**config.mk**
```make
export PLATFORM = sky130hd
export DESIGN_NAME = synth_div_loader
export DESIGN_NICKNAME = d
export VERILOG_FILES = /design/src/rtl/synth_div_loader.sv
export SDC_FILE = /design/constraint.sdc
export NUM_CORES = 1
export LEC_CHECK = 0
export BUFFER_PORTS_ARGS = -buffer_cell sky130_fd_sc_hd__buf_2
export CAP_MARGIN = 20
export CORE_MARGIN = 2
export CORE_UTILIZATION = 50
export CTS_CLUSTER_DIAMETER = 120
export DETAILED_ROUTE_END_ITERATION = 8
export PLACE_DENSITY = 0.71
export SKIP_CTS_REPAIR_TIMING = 1
export SYNTH_ARGS = -nofsm -noshare
export SYNTH_HDL_FRONTEND = slang
export SYNTH_SLANG_ARGS = --single-unit
```
**constraint.sdc**
```tcl
create_clock -name clk -period 4.4 [get_ports clk]
set_input_delay 0.88 -clock clk [delete_from_list [all_inputs] [get_ports clk]]
set_output_delay 0.88 -clock clk [all_outputs]
set_load 0.02 [all_outputs]
```
**src/rtl/synth_div_loader.sv**
```systemverilog
module synth_div_loader #(
  parameter int SW = 24,
  parameter int RW = 14,
  parameter int NW = 13,
  parameter int CW = SW - 2
) (
  input  logic          clk,
  input  logic          rst,
  input  logic          ser_clk,
  input  logic          ser_data,
  input  logic          ser_le,
  input  logic          ref_tick,
  input  logic          fb_tick,
  output logic          ref_pulse,
  output logic          fb_pulse,
  output logic [CW-1:0] ctrl_a,
  output logic [CW-1:0] ctrl_b
);

  logic [2:0]    sclk_q, le_q;
  logic [1:0]    dat_q;
  logic [SW-1:0] shreg;
  logic [RW-1:0] r_word, r_act, r_cnt;
  logic [NW-1:0] n_word, n_act, n_cnt;
  logic          sclk_rise, le_rise;
  logic [RW-1:0] r_eff;
  logic [NW-1:0] n_eff;

  assign sclk_rise = sclk_q[1] & ~sclk_q[2];
  assign le_rise   = le_q[1] & ~le_q[2];
  assign r_eff     = (r_word == '0) ? RW'(1) : r_word;
  assign n_eff     = (n_word == '0) ? NW'(1) : n_word;

  always_ff @(posedge clk) begin
    if (rst) begin
      sclk_q <= '0;
      le_q   <= '0;
      dat_q  <= '0;
    end else begin
      sclk_q <= {sclk_q[1:0], ser_clk};
      le_q   <= {le_q[1:0], ser_le};
      dat_q  <= {dat_q[0], ser_data};
    end
  end

  always_ff @(posedge clk) begin
    if (rst)            shreg <= '0;
    else if (sclk_rise) shreg <= {shreg[SW-2:0], dat_q[1]};
  end

  always_ff @(posedge clk) begin
    if (rst) begin
      r_word <= '0;
      n_word <= '0;
      ctrl_a <= '0;
      ctrl_b <= '0;
    end else if (le_rise) begin
      case (shreg[1:0])
        2'd0:    r_word <= shreg[RW+1:2];
        2'd1:    n_word <= shreg[NW+1:2];
        2'd2:    ctrl_a <= shreg[SW-1:2];
        default: ctrl_b <= shreg[SW-1:2];
      endcase
    end
  end

  always_ff @(posedge clk) begin
    if (rst) begin
      r_cnt     <= '0;
      r_act     <= RW'(1);
      ref_pulse <= 1'b0;
    end else begin
      ref_pulse <= 1'b0;
      if (ref_tick) begin
        if (r_cnt == r_act - RW'(1)) begin
          r_cnt     <= '0;
          r_act     <= r_eff;
          ref_pulse <= 1'b1;
        end else begin
          r_cnt <= r_cnt + RW'(1);
        end
      end
    end
  end

  always_ff @(posedge clk) begin
    if (rst) begin
      n_cnt    <= '0;
      n_act    <= NW'(1);
      fb_pulse <= 1'b0;
    end else begin
      fb_pulse <= 1'b0;
      if (fb_tick) begin
        if (n_cnt == n_act - NW'(1)) begin
          n_cnt    <= '0;
          n_act    <= n_eff;
          fb_pulse <= 1'b1;
        end else begin
          n_cnt <= n_cnt + NW'(1);
        end
      end
    end
  end

endmodule


```
==> flow_summary.yaml <==
worst_setup_path:
  crit_buf_inv: 1
  critical_path.cell_chain: "inv_1 -> ha_1 -> nor3b_1 -> nand3_1 -> xnor2_1 -> a2111oi_0 -> and4_1 -> a311oi_1 -> a41oi_1"
  crit_path_start_kind: "flop"
  cpPeakStageDelay_ns: 0.65
  cp_top_family: "simple AND/OR/NAND/NOR gates"
  endpoint_kind: "flop"
  crit_required_ns: 4.75
  cp_slowest_cell: "and4_1"
  cp_max_fo: 15
  critical_path_class: "reg2reg"
  crit_arrival_ns: 3.53
pwr:
  p_per_area_mw_per_mm2: 372.7
  ir_drop_mv: 0.2395
  power.total_w: 0.002922
  p_leak_nw: 2.838
die:
  coreArea_mm2: 0.01372
  ios: 53
  die_height_um: 122.0
  dieArea_mm2: 0.01489
  rows: 43
  die_w_um: 122.0
  initial_utilization: 0.5075
cells_and_area:
  drive_above_1_share: 0.1171
  finalNetCount: 895
  area_delta_synth_final_pct: 12.58
  antenna_cells: 0
  nFillCells: 1269
synth:
  synth_flop_cell: "dfxtp_1"
  synthCells: 868
  ys_top_cells_by_area: "dfxtp_1 (46%), nand2_1 (12%), a21oi_1 (8.6%)"
  synth_edf_count: 0
  synth_top_area_cell: "dfxtp_1"
  ys_async_sr_fraction: 0
  yosysUniqueCellTypes: 62
  ys_warn_count: 0
  ys_seq_area_frac: 0.4571
  syn_area_mm2: 0.006963
  ys_seq_elements: 159
  yosys-top-cells-count: "nand2_1 (221), dfxtp_1 (159), a21oi_1 (119)"
  syn_area_per_cell_um2: 8.022
  synth_fp_nets: 879
  yosys.area.top_type_share: 0.4571
  yosysMostFrequentCell: "nand2_1"
routing:
  wl_per_cell_um: 14.09
  drt_first_pass_iters: 5
  vias: 5854
  antenna_left: 0
  wirelength_mm: 15.18
  drc: 0
  drt_iter0_markers: 354
  viasPerCell: 5.435
timing:
  finalSetupViolCount: 0
  max_freq_mhz: 314.4
  worst_slack_ns: 1.219
  finalMaxSlewViolations: 0
  rsz0062_at_grt: "false"
  period_needed_ns: 3.181
  maxSlewHeadroom: 0.3813
  fin_skew_ns: 0.006301
  period_share: 0.7229
  hold_viol: 0
  setup_tns_ns: 0
  tightest_slew_ns: 0.9280
clock_network:
  clock_latency_ns: 0.42
  clk_pin_slew_ns: 0.06
  root_buffer: "clkbuf_16"
  cts.path.max_buffers: 2
  numCtsBuffers: 17
  cts_tree: "yes"
  ctsHtreeMaxLevel: 4
  cts_sinks: 159
placed_design:
  port-buffer-count: 52
  dp_hpwl_mm: 10.04
  gp_congestion: 0.9038
  preCtsSetupSlack_ns: 1.303
grt:
  grt-ovfl-total: 0
  grt_max_degree: 92
  track_usage: 0.2146
  grt_pass1_vias: 5252
  antenna_found_initial: 0
  grt_pass1_wl_mm: 25.55
hold_path:
  min_path_type: "reg2reg"
flow_run:
  maxCapViolations: 0
status:
  outcome: "complete, no violations"
-- metrics by stage --
step | util | hold slack (ns) | cells | instance area [µm²]
2_1_floorplan | - | 0.4138 | 868 | 6963
3_3_place_gp | 0.5294 | 0.4162 | 1045 | 7263
3_5_place_dp | 0.5294 | 0.4247 | 1045 | 7263
4_1_cts | 0.5714 | 0.4403 | 1077 | 7839
5_1_grt | 0.5714 | 0.4577 | 1077 | 7839
6_report | 0.5714 | 0.4408 | 1077 | 7839
-- cells by family (layout without fill, tap and decap cells) --
| logic type | Yosys count | after routing | synth area share |
|---|---|---|---|
| XOR/XNOR | 51 | 51 | 0.06631 |
| adder cells (fa/ha/maj) | 4 | 4 | 0.007188 |
| buffers and inverters | 74 | 103 | 0.04205 |
| flip-flops | 159 | 159 | 0.4571 |
| multiplexers | 14 | 14 | 0.02013 |
| AND/OR/NAND/NOR | 393 | 393 | 0.2676 |
| AO/OA/AOI/OAI | 173 | 173 | 0.1396 |
-- power by group --
part	leakage, nW	switching (W)	internal (W)
combinational	1.27	0.0000479	0.0000136
clock	0.284	0.000588	0.000828
sequential	1.28	0.00000138	0.00144
total	2.84	0.000637	0.00228
-- per-layer routing --
layer	GRT usage	share of wire	up-vias
li1	-	-	3015
met1	0.2895	0.48	2692
met2	0.3341	0.45	126
met3	0.05290	0.049	21
met4	0.07830	0.016	0
met5	0	0	-
-- cells in the final DEF, fill, tap and decap left out, types with 7 or more instances in the layout --
cell type,count
nand2_1,221
dfxtp_1,159
a21oi_1,119
buf_2,51
nor3_1,33
xnor2_1,26
xor2_1,24
nor2_1,23
nand4_1,23
o21ai_0,19
nor2b_1,18
nand3_1,17
clkbuf_16,17
mux2i_1,14
buf_4,10
inv_1,9
nor4_1,9
a31oi_1,7
-- final cells by class --
| type | instances | area (µm²) | area share |
|---|---|---|---|
| Sequential cell | 159 | 3183 | 0.4061 |
| Inverter | 10 | 37.54 | 0.004789 |
| Tap cell | 180 | 225.2 | 0.02873 |
| Clock buffer | 21 | 470.5 | 0.06002 |
| Timing Repair Buffer | 61 | 330.3 | 0.04214 |
| Clock inverter | 11 | 105.1 | 0.01341 |
| Multi-Input combinational cell | 635 | 3487 | 0.4449 |
-- worst paths after layout --
kind,depth (start not counted),slack (ns),start,to
max,9,1.22,r_act[0],r_act[0]
min reg2reg,1,0.44,dat_q[0],dat_q[1]
min,1,0.44,dat_q[0],dat_q[1]
max reg2reg,9,1.22,r_act[0],r_act[0]
-- registers in the layout, summed over array words and instances, names as in the netlist --
name       flops
shreg         24
ctrl_a        22
ctrl_b        22
r_act         14
r_cnt         14
r_word        14
n_act         13
n_cnt         13
n_word        13
le_q           3
sclk_q         3
dat_q          2
fb_pulse       1
ref_pulse      1
Power figures use the tool's default switching activity.
